===== config.mk =====
export PLATFORM = sky130hd
export DESIGN_NAME = bus_prescale_tree
export DESIGN_NICKNAME = d
export VERILOG_FILES = /design/src/rtl/bpt_pkg.sv /design/src/rtl/bpt_div_stage.sv /design/src/rtl/bus_prescale_tree.sv
export SDC_FILE = /design/constraint.sdc
export NUM_CORES = 1
export LEC_CHECK = 0
export ABC_CLOCK_PERIOD_IN_PS = 2700
export BUFFER_PORTS_ARGS = -buffer_cell sky130_fd_sc_hd__buf_2
export CAP_MARGIN = 30
export CORE_ASPECT_RATIO = 0.6
export CORE_MARGIN = 2
export CORE_UTILIZATION = 53
export DETAILED_ROUTE_END_ITERATION = 10
export PLACE_DENSITY = 0.79
export SETUP_SLACK_MARGIN = 0.2
export SYNTH_ARGS = -nofsm -noshare
export SYNTH_HDL_FRONTEND = slang
export SYNTH_SLANG_ARGS = --single-unit

===== constraint.sdc =====
create_clock -name clk -period 2.7 [get_ports clk]
set_input_delay 0.135 -clock clk [delete_from_list [all_inputs] [get_ports clk]]
set_output_delay 0.135 -clock clk [all_outputs]
set_load 0.01 [all_outputs]

===== src/rtl/bpt_pkg.sv =====
package bpt_pkg;
    localparam int CFG_W          = 32;
    localparam int SRC_W          = 2;
    localparam int AHB_LSB        = 4;
    localparam int AHB_W          = 4;
    localparam int APB1_LSB       = 10;
    localparam int APB_W          = 3;
    localparam int APB_COUNT      = 2;
    localparam int AHB_SHIFT_MAX  = 9;
    localparam int APB_SHIFT_MAX  = 4;
    localparam int AHB_SH_W       = $clog2(AHB_SHIFT_MAX + 1);
    localparam int APB_SH_W       = $clog2(APB_SHIFT_MAX + 1);

    typedef enum logic [SRC_W-1:0] {
        SRC_INT  = 2'd0,
        SRC_EXT  = 2'd1,
        SRC_PLL  = 2'd2,
        SRC_RSVD = 2'd3
    } src_e;

    // Ratio code to power-of-two exponent; the /32 step is skipped.
    function automatic logic [AHB_SH_W-1:0] ahb_shift(input logic [AHB_W-1:0] code);
        logic [AHB_SH_W-1:0] low;
        low = AHB_SH_W'(code[1:0]);
        if (!code[3])      return '0;
        else if (code[2])  return low + AHB_SH_W'(6);
        else               return low + AHB_SH_W'(1);
    endfunction

    function automatic logic [APB_SH_W-1:0] apb_shift(input logic [APB_W-1:0] code);
        if (code[2]) return APB_SH_W'(code[1:0]) + APB_SH_W'(1);
        else         return '0;
    endfunction
endpackage


===== src/rtl/bpt_div_stage.sv =====
module bpt_div_stage #(
    parameter int SHIFT_MAX = 9,
    parameter int SH_W      = 4,
    parameter bit HAS_DBL   = 1'b1
) (
    input  logic            clk,
    input  logic            rst,
    input  logic            adv,
    input  logic [SH_W-1:0] shift_in,
    output logic            tick,
    output logic            dbl_tick
);
    localparam int CNT_W = (SHIFT_MAX < 1) ? 1 : SHIFT_MAX;

    typedef struct packed {
        logic [CNT_W-1:0] cnt;
        logic [SH_W-1:0]  shift;
    } stage_t;

    stage_t           st_d, st_q;
    logic [CNT_W-1:0] one_c;
    logic [CNT_W-1:0] load_c;

    always_comb begin
        one_c  = {{(CNT_W-1){1'b0}}, 1'b1};
        // (1 << shift) - 1 wraps correctly when shift equals CNT_W
        load_c = (one_c << shift_in) - one_c;
        tick   = adv && (st_q.cnt == '0);
        st_d   = st_q;
        if (tick) begin
            st_d.shift = shift_in;
            st_d.cnt   = load_c;
        end else if (adv) begin
            st_d.cnt   = st_q.cnt - one_c;
        end
    end

    generate
        if (HAS_DBL) begin : g_dbl
            logic [CNT_W-1:0] half_c;
            always_comb begin
                if (st_q.shift == '0) begin
                    half_c   = '0;
                    dbl_tick = tick;
                end else begin
                    half_c   = one_c << (st_q.shift - {{(SH_W-1){1'b0}}, 1'b1});
                    dbl_tick = adv && ((st_q.cnt == '0) || (st_q.cnt == half_c));
                end
            end
        end else begin : g_plain
            assign dbl_tick = tick;
        end
    endgenerate

    always_ff @(posedge clk) begin
        if (rst) st_q <= '0;
        else     st_q <= st_d;
    end
endmodule


===== src/rtl/bus_prescale_tree.sv =====
module bus_prescale_tree
    import bpt_pkg::*;
#(
    parameter int TICK_LOG2 = 3
) (
    input  logic             clk,
    input  logic             rst,
    input  logic             cfg_we,
    input  logic [CFG_W-1:0] cfg_wdata,
    output logic [CFG_W-1:0] cfg_rdata,
    output logic [SRC_W-1:0] src_sel,
    output logic             ahb_en,
    output logic             core_en,
    output logic             apb1_en,
    output logic             apb2_en,
    output logic             tmr1_en,
    output logic             tmr2_en,
    output logic             tick_en
);
    typedef struct packed {
        logic [CFG_W-1:0]     cfg;
        logic [TICK_LOG2-1:0] tcnt;
    } top_t;

    top_t                 st_d, st_q;
    logic [APB_COUNT-1:0] apb_w;
    logic [APB_COUNT-1:0] tmr_w;
    logic                 dbl_unused;

    always_comb begin
        st_d = st_q;
        if (cfg_we) begin
            st_d.cfg = cfg_wdata;
            if (src_e'(cfg_wdata[SRC_W-1:0]) == SRC_RSVD)
                st_d.cfg[SRC_W-1:0] = st_q.cfg[SRC_W-1:0];
        end
        if (ahb_en)
            st_d.tcnt = st_q.tcnt + {{(TICK_LOG2-1){1'b0}}, 1'b1};
    end

    always_ff @(posedge clk) begin
        if (rst) st_q <= '0;
        else     st_q <= st_d;
    end

    bpt_div_stage #(
        .SHIFT_MAX (AHB_SHIFT_MAX),
        .SH_W      (AHB_SH_W),
        .HAS_DBL   (1'b0)
    ) u_ahb (
        .clk      (clk),
        .rst      (rst),
        .adv      (1'b1),
        .shift_in (ahb_shift(st_q.cfg[AHB_LSB +: AHB_W])),
        .tick     (ahb_en),
        .dbl_tick (dbl_unused)
    );

    generate
        for (genvar g = 0; g < APB_COUNT; g++) begin : g_apb
            localparam int LSB = APB1_LSB + g * APB_W;
            bpt_div_stage #(
                .SHIFT_MAX (APB_SHIFT_MAX),
                .SH_W      (APB_SH_W),
                .HAS_DBL   (1'b1)
            ) u_stage (
                .clk      (clk),
                .rst      (rst),
                .adv      (ahb_en),
                .shift_in (apb_shift(st_q.cfg[LSB +: APB_W])),
                .tick     (apb_w[g]),
                .dbl_tick (tmr_w[g])
            );
        end
    endgenerate

    assign cfg_rdata = st_q.cfg;
    assign src_sel   = st_q.cfg[SRC_W-1:0];
    assign core_en   = ahb_en;
    assign tick_en   = ahb_en && (&st_q.tcnt);
    assign apb1_en   = apb_w[0];
    assign apb2_en   = apb_w[1];
    assign tmr1_en   = tmr_w[0];
    assign tmr2_en   = tmr_w[1];
endmodule


After elaboration in Yosys (flattened, before gate mapping):

Cells that the tools add are included.

* add/subtract/negate cells: 13
* eq/ne operators: 3
* shift operators: 5
* reduce and logical (&&, ||, !) cells: 16
* muxes and demuxes: 11
* bitwise gates (word level): 1

Operators by type and width (number)
* 2-to-1 mux 4 bit: 6
* subtractor 9 x 1 -> 9 bit, second input constant: 2
* << shifter 1 x 3 -> 4 bit, first input constant: 4
* subtractor 4 x 1 -> 4 bit, second input constant: 4
* adder 2 x 1 -> 3 bit, second input constant: 3
* logical NOT 9 bit: 1
* 2-to-1 mux 9 bit: 1
* << shifter 1 x 4 -> 9 bit, first input constant: 1
* equality test 4 bit: 2
* logical NOT 4 bit: 2
* logical NOT 3 bit: 2
* 2-to-1 mux 3 bit: 2
* subtractor 3 x 1 -> 3 bit, second input constant: 2
* logical AND 1 bit: 5
* adder 2 x 3 -> 4 bit, second input constant: 1
* nonzero test 2 bit: 2
* adder 3 x 1 -> 3 bit, second input constant: 1
* AND reduction 3 bit: 1
* equality test 2 bit, second input constant: 1
* logical OR 1 bit: 2
* 2-to-1 mux 1 bit: 2
* AND reduction 2 bit: 1
* NOT 1 bit: 1

* logic and storage cells: 57
* output and inout bits: 41
* register bits: 58

Logic depth before layout (Yosys ltp):

* depth after elaboration: 6
* gate-level depth with buffers: 10
* gate-level depth less buffers: 10

Modules after synthesis:

From an unflattened synthesis, not the netlist that was laid out.

* cells, all modules: 371
* area, all modules: 3337.0 um2

Modules (own cells, without submodules)
* bus_prescale_tree: cells each 171, seq. area each 700.7 um2, times used 1, area an instance 1726.7 um2
* bpt_div_stage (g_apb[0].u_stage ...): cells each 57, seq. area each 140.1 um2, times used 2, area an instance 451.7 um2
* bpt_div_stage (u_ahb): cells each 86, seq. area each 180.2 um2, times used 1, area an instance 706.9 um2

Least setup slack after synthesis:

Ideal clock, no wire load.

* path kind: register -> register
* start: reg st_q, in the netlist cfg_rdata[5]
* end: reg u_ahb.st_q[10] (netlist bit)
* path slack: 0.661 ns
* buffers on the path: 0
* clock period less this slack: 2.039 ns
* arrival: 1.912 ns
* stages on the path, launching flop included: 10
* setup time: 0.128 ns
* cell sequence: dfxtp_1 -> ha_1 -> o21a_1 -> o21ai_0 -> a21oi_1 -> ha_1 -> nand3_1 -> a211oi_1 -> xor2_1 -> nor2_1

* cells in the longest elaborated chain, start to end: 6
* elaborated cells between the ends (all ways): 7
* those cells by class: 3 x add/sub; 1 x shift; 3 x mux

Ends and longest elaborated chain
* start, declared: RTL line bus_prescale_tree.sv:25 `top_t st_d, st_q;`
* start signal, assigned: RTL line bus_prescale_tree.sv:43 `else st_q <= st_d;`
* adder 2 x 3 -> 4 bit / adder 2 x 1 -> 3 bit (equally long branches): RTL line bpt_pkg.sv:26, bpt_pkg.sv:27
* 2-to-1 mux 4 bit (*): RTL line bpt_pkg.sv:26 `else if (code[2]) return low + AHB_SH_W'(6);`
* 2-to-1 mux 4 bit (*): RTL line bpt_pkg.sv:25 `if (!code[3]) return '0;`
* << shifter 1 x 4 -> 9 bit (*): RTL line bpt_div_stage.sv:27 `load_c = (one_c << shift_in) - one_c;`
* subtractor 9 x 1 -> 9 bit (*): RTL line bpt_div_stage.sv:27
* 2-to-1 mux 9 bit (*): RTL line bpt_div_stage.sv:30 `if (tick) begin`
* end signal, assigned: RTL line bpt_div_stage.sv:57 `else st_q <= st_d;`
* end, declared: RTL line bpt_div_stage.sv:20 `stage_t st_d, st_q;`

Mark *: on every way between the ends. The rest lies on a longest branch, timed or not.
A chain may end at the register's enable or synchronous reset.

Worst setup path in the final report:

Same ends and word-level chain as after synthesis.

==> flow_summary.json <==
{
  "timing.fmax_mhz": 451.2,
  "outcome": "finished, final reports clean",
  "maxCapViolations": 0,
  "crit_start": "cfg_rdata[5]$_SDFFE_PP0P_",
  "setup.worst_path.end": "u_ahb.st_q[10]$_SDFF_PP0_",
  "p_leak_uw": 0.001611,
  "worstSetupPathType": "flip-flop to flip-flop",
  "drive_gt1_share_pct": 26.87,
  "clock_path_buffers": 2,
  "r2r_end": "u_ahb.st_q[10]$_SDFF_PP0_",
  "post-route-min-period_ps": 2216,
  "intPower_uw": 1990,
  "tns_ps": 0,
  "yosysUniqueCellTypes": 49,
  "drt_iter0_markers": 113,
  "cp.arrival_ps": 2400,
  "p_sw_share_pct": 35.20,
  "die_w_microns": 102.3,
  "post-route-period-util_pct": 82.09,
  "htreeDepth": 3,
  "grt_busiest_layer": "met2",
  "tightest_slew_ps": 919.1,
  "ios": 76,
  "synth_area_leaders": "dfxtp_1 38%, mux2i_1 10%, buf_4 8.6%, nor2_1 8.1%, a21oi_1 3.9%",
  "netlist_instances": 358,
  "crit_fanout": 8,
  "viasPerCell": 5.311,
  "relSlewSlack_pct": 38.73,
  "critPathCaptureType": "flip-flop",
  "cts-root-buf": "clkbuf_8",
  "synth.net_count": 401,
  "clock_skew_ps": 5.295,
  "avgSynthCellArea_sq_um": 8.577,
  "dpl.hpwl_microns": 4476,
  "antenna_found_initial": 0,
  "vias": 2560,
  "synth_top_area_share_pct": 37.82,
  "grt_pass1_vias": 2384,
  "first_pass_iters": 4,
  "synthesis.area_sq_um": 3070,
  "grt_max_degree": 49,
  "dp_slack_ps": 444.2,
  "r2r_slack_ps": 480,
  "clock_latency_ps": 330,
  "yosysMostFrequentCell": "nor2_1",
  "min_path_type": "input port to flip-flop",
  "start_kind": "flip-flop",
  "clock-sinks": 58,
  "p_sw_uw": 1081,
  "power_uw": 3071,
  "routedWlPerCell_microns": 13.29,
  "grt.total_usage_pct": 21.38,
  "reg2reg_depth": 9,
  "ir_worst_vdd_mv": 0.4494,
  "grt_overflow": 0,
  "gp_congestion": 0.9437,
  "core_area_sq_um": 5570,
  "ys_ff_latch": 58,
  "wl_microns": 6405,
  "rsz0062_at_grt": "no",
  "initial_core_util_pct": 55.12,
  "synth_largest_area_cell": "dfxtp_1",
  "grtUsageMet3_pct": 8.501,
  "use_met1_pct": 28.52,
  "pwr-share-clk_pct": 28.4,
  "setup_viol": 0,
  "portBuffers": 75,
  "cts.clk_slew.worst_paths_ps": 60,
  "die_height_microns": 62.96,
  "die_area_sq_um": 6438,
  "drv_slew": 0,
  "p_seq_share_pct": 36.7,
  "num_rows": 21,
  "fin_nets": 440,
  "async_reset_ff_share_pct": 0,
  "synth_enable_flop_cells": 0,
  "final-hold-violation-count": 0,
  "grtUsageMet2_pct": 32.07,
  "tritoncts": "yes",
  "area_growth_pct": 13.00,
  "cts_hold_buf": 0,
  "timing.rr.start": "cfg_rdata[5]$_SDFFE_PP0P_",
  "cts_buffers": 9,
  "cp.required_ps": 2890,
  "ys.warnings.count": 0,
  "combPwrFrac_pct": 34.9,
  "powerDensity_nw_per_um2": 885.0,
  "utilization_pct": 62.29,
  "diodes": 0,
  "synthTopCellsByCount": "66 x nor2_1, 58 x dfxtp_1, 35 x buf_4",
  "grt_first_pass_wirelength_microns": 10870,
  "synth-main-ff-cell": "dfxtp_1",
  "drtAntennaViolNets": 0,
  "ys_seq_area_share_pct": 37.82,
  "remaining_drc_errors": 0,
  "fin_ws_ps": 483.5
}
cells by family after synthesis:
logic type | synth area share (%)
compound gates | 12.96
xor+xnor | 1.997
fa+ha+maj | 3.260
buf+inv | 11.74
flops | 37.82
mux | 10.80
simple gates | 21.44
power groups by stage:
stage	Clock [uW]	Combinational, uW	Sequential (uW)
6_report	871	1070	1130
2_1_floorplan	0	865	1080
4_1_cts	891	1070	1120
3_5_place_dp	0	1050	1140
5_1_grt	933	1200	1150
3_3_place_gp	0	1030	1130
critical path, cell delays in order (launching register included):
cell	delay (ps)
dfxtp_1	460
ha_1	340
or3_1	330
a21boi_0	240
a21oi_1	110
ha_1	240
nand3_1	80
a211oi_1	50
xor2_1	170
nor2_1	50
flip-flops by register name (all words and copies together), names as in the netlist:
name / flops
cfg_rdata: 32
g_apb.u_stage.st_q: 14
u_ahb.st_q: 9
st_q: 3
worst min-delay path by stage:
stage | start | end | slack (ps) | cells after the start
2_1_floorplan | cfg_wdata[16] | cfg_rdata[16]$_SDFFE_PP0P_ | 280 | 2
6_report | cfg_wdata[8] | cfg_rdata[8]$_SDFFE_PP0P_ | 30 | 3
3_3_place_gp | cfg_wdata[27] | cfg_rdata[27]$_SDFFE_PP0P_ | 370 | 3
4_1_cts | cfg_wdata[29] | cfg_rdata[29]$_SDFFE_PP0P_ | 20 | 3
3_5_place_dp | cfg_wdata[17] | cfg_rdata[17]$_SDFFE_PP0P_ | 380 | 3
5_1_grt | cfg_wdata[25] | cfg_rdata[25]$_SDFFE_PP0P_ | 20 | 3
final cells by class:
cell class	count	area, sq um
Fill cell	497	2101
Multi-Input combinational cell	242	1549
Sequential cell	58	1162
Timing Repair Buffer	81	420.4
Clock buffer	11	141.4
Tap cell	80	100.1
Clock inverter	5	77.57
Inverter	5	18.77
through the flow:
stage / instance area, sq um / hold WS, ps / std cells
4_1_cts: 3468 / 20.58 / 482
3_3_place_gp: 3249 / 366.1 / 466
6_report: 3470 / 34.07 / 482
3_5_place_dp: 3249 / 379.6 / 466
5_1_grt: 3470 / 21.07 / 482
2_1_floorplan: 3070 / 282.2 / 358
metal layers:
metal	up-vias	wire (microns)
met5	-	0
met4	0	52
met3	6	452
met2	90	2878
met1	1175	3021
li1	1289	-
cells in the final DEF (no fill, tap or decap), types with 4 or more instances in the layout:
master,netlist,final
nand2_1,21,21
a211oi_1,5,5
buf_4,35,6
ha_1,8,8
nand3_1,5,5
mux2i_1,32,32
dfxtp_1,58,57
nor2_1,66,66
inv_1,5,5
a21oi_1,24,24
o21ai_0,10,10
buf_2,2,75
xnor2_1,4,4
a31oi_1,4,4
nor2b_1,8,8
clkbuf_8,0,10
nor3_1,7,7
repair_timing:
action / CTS / global route
setup endpoints to repair: 0 / 1
gates resized for setup: 0 / 1
buffers inserted: 0 / 0
Power figures use the tool's default switching activity.
